File: config.mk
export PLATFORM = sky130hd
export DESIGN_NAME = wdog_keyed_top
export DESIGN_NICKNAME = d
export VERILOG_FILES = /design/src/rtl/wdog_pkg.sv /design/src/rtl/wdog_post_slot.sv /design/src/rtl/wdog_key_seq.sv /design/src/rtl/wdog_count_core.sv /design/src/rtl/wdog_keyed_top.sv
export SDC_FILE = /design/constraint.sdc
export NUM_CORES = 1
export LEC_CHECK = 0
export ABC_AREA = 1
export BUFFER_PORTS_ARGS = -buffer_cell sky130_fd_sc_hd__buf_2
export CAP_MARGIN = 30
export CORE_ASPECT_RATIO = 0.6
export CORE_MARGIN = 1
export CORE_UTILIZATION = 31
export CTS_CLUSTER_SIZE = 40
export DETAILED_ROUTE_END_ITERATION = 10
export GPL_TIMING_DRIVEN = 0
export SYNTH_ARGS = -nofsm -noshare
export SYNTH_HDL_FRONTEND = slang
export SYNTH_SLANG_ARGS = --single-unit
File: constraint.sdc
create_clock -name clk_i -period 1.85 [get_ports clk_i]
set_input_delay 0.185 -clock clk_i [delete_from_list [all_inputs] [get_ports clk_i]]
set_output_delay 0.185 -clock clk_i [all_outputs]
set_load 0.005 [all_outputs]
File: src/rtl/wdog_pkg.sv
package wdog_pkg;
  localparam int ADDR_W  = 3;
  localparam int DATA_W  = 32;
  localparam int RATIO_W = 3;

  typedef enum logic [ADDR_W-1:0] {
    A_CTRL  = 3'd0,
    A_LOAD  = 3'd1,
    A_COUNT = 3'd2,
    A_TRIG  = 3'd3,
    A_KEY   = 3'd4,
    A_PEND  = 3'd5,
    A_REV   = 3'd6
  } reg_addr_e;

  localparam logic [DATA_W-1:0] KEY_ARM_A = 32'h0000_BBBB;
  localparam logic [DATA_W-1:0] KEY_ARM_B = 32'h0000_4444;
  localparam logic [DATA_W-1:0] KEY_OFF_A = 32'h0000_AAAA;
  localparam logic [DATA_W-1:0] KEY_OFF_B = 32'h0000_5555;

  // busy flag bit positions, decoded by software
  localparam int PB_CTRL = 0;
  localparam int PB_LOAD = 2;
  localparam int PB_TRIG = 3;
  localparam int PB_KEY  = 4;

  localparam int CB_PRE_EN   = 5;
  localparam int CB_RATIO_LO = 2;

  typedef struct packed {
    logic               pre_en;
    logic [RATIO_W-1:0] ratio;
  } ctrl_t;
endpackage

File: src/rtl/wdog_post_slot.sv
module wdog_post_slot #(
  parameter int DW  = 32,
  parameter int LAT = 4
) (
  input  logic          clk_i,
  input  logic          rst_ni,
  input  logic          wr_i,
  input  logic [DW-1:0] wdata_i,
  output logic          pend_o,
  output logic          commit_o,
  output logic [DW-1:0] data_o
);
  localparam int CW = $clog2(LAT + 1);

  logic [CW-1:0] cnt_q;
  logic [DW-1:0] data_q;
  logic          accept;

  assign accept   = wr_i && (cnt_q == '0);
  assign pend_o   = (cnt_q != '0);
  assign commit_o = (cnt_q == CW'(1));
  assign data_o   = data_q;

  always_ff @(posedge clk_i or negedge rst_ni) begin
    if (!rst_ni) begin
      cnt_q  <= '0;
      data_q <= '0;
    end else if (accept) begin
      cnt_q  <= CW'(LAT);
      data_q <= wdata_i;
    end else if (cnt_q != '0) begin
      cnt_q <= cnt_q - CW'(1);
    end
  end

  AST_PEND_SET: assert property (@(posedge clk_i) disable iff (!rst_ni)
    (wr_i && !pend_o) |=> pend_o);
  AST_BUSY_DROP: assert property (@(posedge clk_i) disable iff (!rst_ni)
    (wr_i && pend_o) |=> $stable(data_o));
endmodule

File: src/rtl/wdog_key_seq.sv
module wdog_key_seq
  import wdog_pkg::*;
(
  input  logic              clk_i,
  input  logic              rst_ni,
  input  logic              commit_i,
  input  logic [DATA_W-1:0] data_i,
  input  logic              ovf_i,
  output logic              run_o
);
  typedef enum logic [1:0] {K_IDLE, K_ARM1, K_OFF1} key_st_e;

  key_st_e st_q;
  logic    run_q;

  assign run_o = run_q;

  always_ff @(posedge clk_i or negedge rst_ni) begin
    if (!rst_ni) begin
      st_q  <= K_IDLE;
      run_q <= 1'b0;
    end else if (ovf_i) begin
      st_q  <= K_IDLE;
      run_q <= 1'b0;
    end else if (commit_i) begin
      unique case (st_q)
        K_IDLE: begin
          if (data_i == KEY_ARM_A)      st_q <= K_ARM1;
          else if (data_i == KEY_OFF_A) st_q <= K_OFF1;
        end
        K_ARM1: begin
          st_q <= K_IDLE;
          if (data_i == KEY_ARM_B) run_q <= 1'b1;
        end
        K_OFF1: begin
          st_q <= K_IDLE;
          if (data_i == KEY_OFF_B) run_q <= 1'b0;
        end
        default: st_q <= K_IDLE;
      endcase
    end
  end

  AST_ARM_KEYED: assert property (@(posedge clk_i) disable iff (!rst_ni)
    $rose(run_o) |-> $past(commit_i && data_i == KEY_ARM_B));
  AST_DISARM_KEYED: assert property (@(posedge clk_i) disable iff (!rst_ni)
    $fell(run_o) |-> $past(ovf_i || (commit_i && data_i == KEY_OFF_B)));
endmodule

File: src/rtl/wdog_count_core.sv
module wdog_count_core #(
  parameter int CNT_W = 32,
  parameter int PRE_W = 3
) (
  input  logic             clk_i,
  input  logic             rst_ni,
  input  logic             run_i,
  input  logic             tick_i,
  input  logic             pre_en_i,
  input  logic [PRE_W-1:0] ratio_i,
  input  logic             reload_i,
  input  logic [CNT_W-1:0] load_i,
  output logic [CNT_W-1:0] cnt_o,
  output logic             ovf_now_o,
  output logic             rst_req_o
);
  localparam int PS_W = (1 << PRE_W) - 1;

  logic [CNT_W-1:0] cnt_q;
  logic [PS_W-1:0]  ps_q, ps_lim;
  logic             cnt_tick, adv, req_q;

  always_comb ps_lim = PS_W'((32'd1 << ratio_i) - 32'd1);

  assign cnt_tick  = run_i && tick_i;
  assign adv       = cnt_tick && (!pre_en_i || ps_q == ps_lim);
  assign ovf_now_o = adv && (&cnt_q) && !reload_i;
  assign cnt_o     = cnt_q;
  assign rst_req_o = req_q;

  always_ff @(posedge clk_i or negedge rst_ni) begin
    if (!rst_ni) begin
      cnt_q <= '0;
      ps_q  <= '0;
      req_q <= 1'b0;
    end else begin
      req_q <= ovf_now_o;
      if (reload_i) begin
        cnt_q <= load_i;
        ps_q  <= '0;
      end else begin
        if (adv) cnt_q <= cnt_q + CNT_W'(1);
        if (cnt_tick && pre_en_i) ps_q <= (ps_q == ps_lim) ? '0 : ps_q + PS_W'(1);
      end
    end
  end

  AST_REQ_PULSE: assert property (@(posedge clk_i) disable iff (!rst_ni)
    rst_req_o |=> !rst_req_o);
  AST_FROZEN: assert property (@(posedge clk_i) disable iff (!rst_ni)
    (!run_i && !reload_i) |=> $stable(cnt_o));
  AST_RELOAD_WINS: assert property (@(posedge clk_i) disable iff (!rst_ni)
    reload_i |=> (!rst_req_o && cnt_o == $past(load_i)));
endmodule

File: src/rtl/wdog_keyed_top.sv
module wdog_keyed_top
  import wdog_pkg::*;
#(
  parameter int          CNT_W    = 32,
  parameter int          POST_LAT = 4,
  parameter logic [7:0]  REV_ID   = 8'h31
) (
  input  logic              clk_i,
  input  logic              rst_ni,
  input  logic              bus_req_i,
  input  logic              bus_we_i,
  input  logic [ADDR_W-1:0] bus_addr_i,
  input  logic [DATA_W-1:0] bus_wdata_i,
  output logic [DATA_W-1:0] bus_rdata_o,
  input  logic              tick_i,
  output logic              rst_req_o
);
  localparam int NSLOT = 4;
  localparam int S_CTRL = 0, S_LOAD = 1, S_TRIG = 2, S_KEY = 3;
  localparam logic [ADDR_W-1:0] SLOT_ADDR [NSLOT] = '{A_CTRL, A_LOAD, A_TRIG, A_KEY};

  logic [NSLOT-1:0]  s_pend, s_commit;
  logic [DATA_W-1:0] s_data [NSLOT];

  for (genvar g = 0; g < NSLOT; g++) begin : g_slot
    logic wr;
    assign wr = bus_req_i && bus_we_i && (bus_addr_i == SLOT_ADDR[g]);
    wdog_post_slot #(.DW(DATA_W), .LAT(POST_LAT)) i_slot (
      .clk_i    (clk_i),
      .rst_ni   (rst_ni),
      .wr_i     (wr),
      .wdata_i  (bus_wdata_i),
      .pend_o   (s_pend[g]),
      .commit_o (s_commit[g]),
      .data_o   (s_data[g])
    );
  end

  logic              run, ovf_now, reload;
  ctrl_t             ctrl_q;
  logic [CNT_W-1:0]  load_q, cnt;
  logic [DATA_W-1:0] trig_q;

  assign reload = s_commit[S_TRIG] && (s_data[S_TRIG] != trig_q);

  always_ff @(posedge clk_i or negedge rst_ni) begin
    if (!rst_ni) begin
      ctrl_q <= '0;
      load_q <= '0;
      trig_q <= '0;
    end else begin
      if (s_commit[S_CTRL] && !run) begin
        ctrl_q.pre_en <= s_data[S_CTRL][CB_PRE_EN];
        ctrl_q.ratio  <= s_data[S_CTRL][CB_RATIO_LO +: RATIO_W];
      end
      if (s_commit[S_LOAD] && !run) load_q <= s_data[S_LOAD][CNT_W-1:0];
      if (s_commit[S_TRIG]) trig_q <= s_data[S_TRIG];
    end
  end

  wdog_key_seq i_key (
    .clk_i    (clk_i),
    .rst_ni   (rst_ni),
    .commit_i (s_commit[S_KEY]),
    .data_i   (s_data[S_KEY]),
    .ovf_i    (ovf_now),
    .run_o    (run)
  );

  wdog_count_core #(.CNT_W(CNT_W), .PRE_W(RATIO_W)) i_core (
    .clk_i     (clk_i),
    .rst_ni    (rst_ni),
    .run_i     (run),
    .tick_i    (tick_i),
    .pre_en_i  (ctrl_q.pre_en),
    .ratio_i   (ctrl_q.ratio),
    .reload_i  (reload),
    .load_i    (load_q),
    .cnt_o     (cnt),
    .ovf_now_o (ovf_now),
    .rst_req_o (rst_req_o)
  );

  always_comb begin
    bus_rdata_o = '0;
    unique case (bus_addr_i)
      A_CTRL:  begin
        bus_rdata_o[CB_PRE_EN] = ctrl_q.pre_en;
        bus_rdata_o[CB_RATIO_LO +: RATIO_W] = ctrl_q.ratio;
      end
      A_LOAD:  bus_rdata_o = DATA_W'(load_q);
      A_COUNT: bus_rdata_o = DATA_W'(cnt);
      A_TRIG:  bus_rdata_o = trig_q;
      A_PEND:  begin
        bus_rdata_o[PB_CTRL] = s_pend[S_CTRL];
        bus_rdata_o[PB_LOAD] = s_pend[S_LOAD];
        bus_rdata_o[PB_TRIG] = s_pend[S_TRIG];
        bus_rdata_o[PB_KEY]  = s_pend[S_KEY];
      end
      A_REV:   bus_rdata_o[7:0] = REV_ID;
      default: bus_rdata_o = '0;
    endcase
  end

  AST_CFG_LOCK: assert property (@(posedge clk_i) disable iff (!rst_ni)
    (run && s_commit[S_CTRL]) |=> $stable(ctrl_q));
  AST_LOAD_LOCK: assert property (@(posedge clk_i) disable iff (!rst_ni)
    (run && s_commit[S_LOAD]) |=> $stable(load_q));
endmodule

==> results.py <==
metrics = {
    "worst_setup_path": {
        "worstSetupPathType": "flop to output port",
        "worstPathArrival_ps": 1790,
        "crit_path_start_kind": "flop",
        "critPathCaptureType": "output port",
        "cp_slowest_stage_delay_ps": 390,
        "reg2reg_depth": 10,
        "critPathRequiredTime_ps": 1660,
        "crit_path_cell_trace": "inv_2, ha_4, nand2_4, a221oi_4, o221ai_2, buf_2",
        "rr_endpoint": "i_key.st_q[1]",
        "crit_path_start": "g_slot[1].i_slot.cnt_q[1]",
        "r2r_setup_slack_ps": -90,
        "cp_max_fo": 3,
        "rr_startpoint": "i_core.cnt_o[1]",
        "critPathSlowestCell": "dfrtp_1",
    },
    "yosys": {
        "synth_edf_count": 0,
        "synth_ff_type": "dfrtp_1",
        "synthDistinctLibCells": 36,
        "async_flop_share": 1.00,
        "syn_inst": 1445,
        "syn_area_um2": 11600,
        "syn_area_per_cell_um2": 8.00,
        "yosys_warnings": 0,
        "yosysSeqAreaShare": 0.483,
        "synth_seq_cells": 223,
        "synth_fp_nets": 1502,
    },
    "clocking": {
        "cts_max_path_buffers": 3,
        "path_clk_slew_ps": 70,
        "cts_tree": "yes",
        "cts_made_buffers": 23,
        "clk_latency_ps": 540,
        "h-tree-depth": 1,
        "cts.sinks": 223,
        "cts_root_buffer": "clkbuf_16",
    },
    "sta": {
        "max_freq_mhz": 507,
        "rsz0062_at_grt": "true",
        "worst_slack_ps": -124,
        "worst_pin_slew_ps": 556,
        "finClkSkew_ps": 18.9,
        "tns_ps": -1220,
        "slew_viol_final": 0,
        "hold_slack_ps": 17.4,
        "slew_headroom": 0.630,
        "period_share": 1.07,
        "hold_viol_final": 0,
        "setup_viol": 33,
        "fin_crit_ps": 1970,
    },
    "cells_and_area": {
        "mostFrequentLayoutCell": "nand2_1",
        "stdcell_area_um2": 15400,
        "final_cell_mix": "nand2_1 (406), dfrtp_1 (211), inv_1 (134), o21ai_0 (128), nand3_1 (85)",
        "fillers": 3597,
        "syn_to_final_growth_pct": 32.9,
        "post_route_cells_drive_above_1_share": 0.260,
        "diodes": 0,
        "fin_nets": 1680,
    },
    "route": {
        "totalWireLength_mm": 40.6,
        "vias_per_cell": 5.18,
        "dr.first_iter.drc_count": 1145,
        "via_count": 10970,
        "ant_nets": 0,
        "firstDrtPassIters": 7,
        "wl_per_cell_um": 19.2,
        "drcViolationCount": 0,
    },
    "pwr": {
        "total_power_w": 0.0222,
        "vdd_drop_max_mv": 0.739,
        "p_leak_nw": 7.37,
        "p_per_area_nw_per_um2": 1450,
    },
    "place": {
        "globalplace.congestion": 1.01,
        "placed_area_um2": 12600,
        "placement.io_buffers": 72,
        "place_ws_ps": -523,
        "dpl.hpwl_mm": 29.7,
    },
    "floorplanning": {
        "core_um2": 36500,
        "num_io_pins": 73,
        "die-area_um2": 38100,
        "std_cell_rows": 54,
        "start_util": 0.317,
        "die_x_um": 251,
        "die_height_um": 152,
    },
    "global_routing": {
        "grt.total_usage": 0.206,
        "antenna_found_initial": 0,
        "grt_pass1_wl_mm": 59.1,
        "first_global_vias": 9627,
        "overflow": 0,
        "grt_max_degree": 95,
    },
    "run_status": {
        "violations": "setup timing",
        "status": "finished with violations",
    },
    "worst_hold_path": {
        "hold_path_end": "g_slot[2].i_slot.data_o[30]",
        "worstHoldPathType": "input port to flop",
        "min_path_cells": 3,
        "hp-start": "bus_wdata_i[30]",
    },
    "run": {
        "drv_cap": 0,
    },
}
repair_timing:
item | CTS | global route
setup endpoints to repair | 212 | 125
gates cloned | 0 | 11
pin swaps | 22 | 37
hold buffers | 27 | 0
resized for setup | 100 | 196
buffers inserted | 25 | 16
endpoints found under the hold margin | 109 | 0
sequential cells by signal, indices dropped and copies added (netlist names):
| register | cells |
|---|---|
| ctrl_q | 4 |
| g_slot.i_slot.cnt_q | 12 |
| g_slot.i_slot.data_o | 100 |
| i_core.cnt_o | 32 |
| i_core.ps_q | 7 |
| i_core.rst_req_o | 1 |
| i_key.run_o | 1 |
| i_key.st_q | 2 |
| load_q | 32 |
| trig_q | 32 |
metal layers:
metal  up-vias  part of all wire  global-route usage
met5         -                 0                   0
met4         0             0.024              0.0405
met3        61              0.11              0.0507
met2       499              0.38               0.265
met1      5345              0.49               0.333
li1       5065                 -                   -
power breakdown:
group          internal, W  switching, W
combinational      0.00375       0.00471
clock              0.00321       0.00214
sequential         0.00658       0.00185
total               0.0135       0.00870
metrics by stage:
stage / util / cells
floorplan: - / 1445
global placement: 0.343 / 1993
detailed placement: 0.345 / 1995
CTS: 0.388 / 2089
global route: 0.421 / 2116
finish: 0.421 / 2116
Yosys cell counts, types with 9 or more instances:
cell type  count  area, um^2
dfrtp_1      223        5580
ha_1          17         213
nor2_1        80         300
a21oi_1       13        65.1
nand4_1       15        93.8
o211ai_1      11        82.6
nand2_1      415        1560
buf_2          9        45.0
nor3_1        25         125
nand3_1      174         871
clkbuf_1      41         154
mux2_2        32         360
xnor2_1       19         166
a22oi_1       17         128
inv_1        145         544
xor2_1        25         219
o21ai_0      136         681
final cells by class:
| cell class | instances | area, um^2 | area share |
|---|---|---|---|
| plain buffers | 63 | 489 | 0.0319 |
| clock buffers | 31 | 656 | 0.0427 |
| clock inverters | 11 | 199 | 0.0130 |
| inverters | 151 | 572 | 0.0372 |
| multi-input cells | 1008 | 5920 | 0.385 |
| flip-flops and latches | 223 | 5600 | 0.364 |
| well taps | 476 | 596 | 0.0388 |
| repair buffers | 153 | 1330 | 0.0865 |
how the worst max path moves through the flow:
| stage | end | depth (start not counted) |
|---|---|---|
| final | bus_rdata_o[2] | 6 |
| after floorplan | i_key.run_o | 9 |
| after global routing | bus_rdata_o[2] | 6 |
| after global placement | i_core.rst_req_o | 1 |
| after CTS | bus_rdata_o[2] | 6 |
| after detailed placement | i_key.st_q[1] | 11 |
critical path: cells and delay by family (launching register included):
family,cells,cell delay [ps]
AO/OA/AOI/OAI,2,400
buffers and inverters,2,240
adder cells (fa/ha/maj),1,150
AND/OR/NAND/NOR,1,70
flip-flops,1,390
cells by family after synthesis:
logic type / after synthesis / synth area share
buffers and inverters: 214 / 0.0757
muxes: 32 / 0.0312
adders and majority gates: 17 / 0.0184
AOI/OAI and AO/OA: 186 / 0.0899
xor gates and xnor gates: 44 / 0.0334
and+or+nand+nor: 729 / 0.268
DFF: 223 / 0.483
No activity file was read; power rests on OpenSTA's default activity.
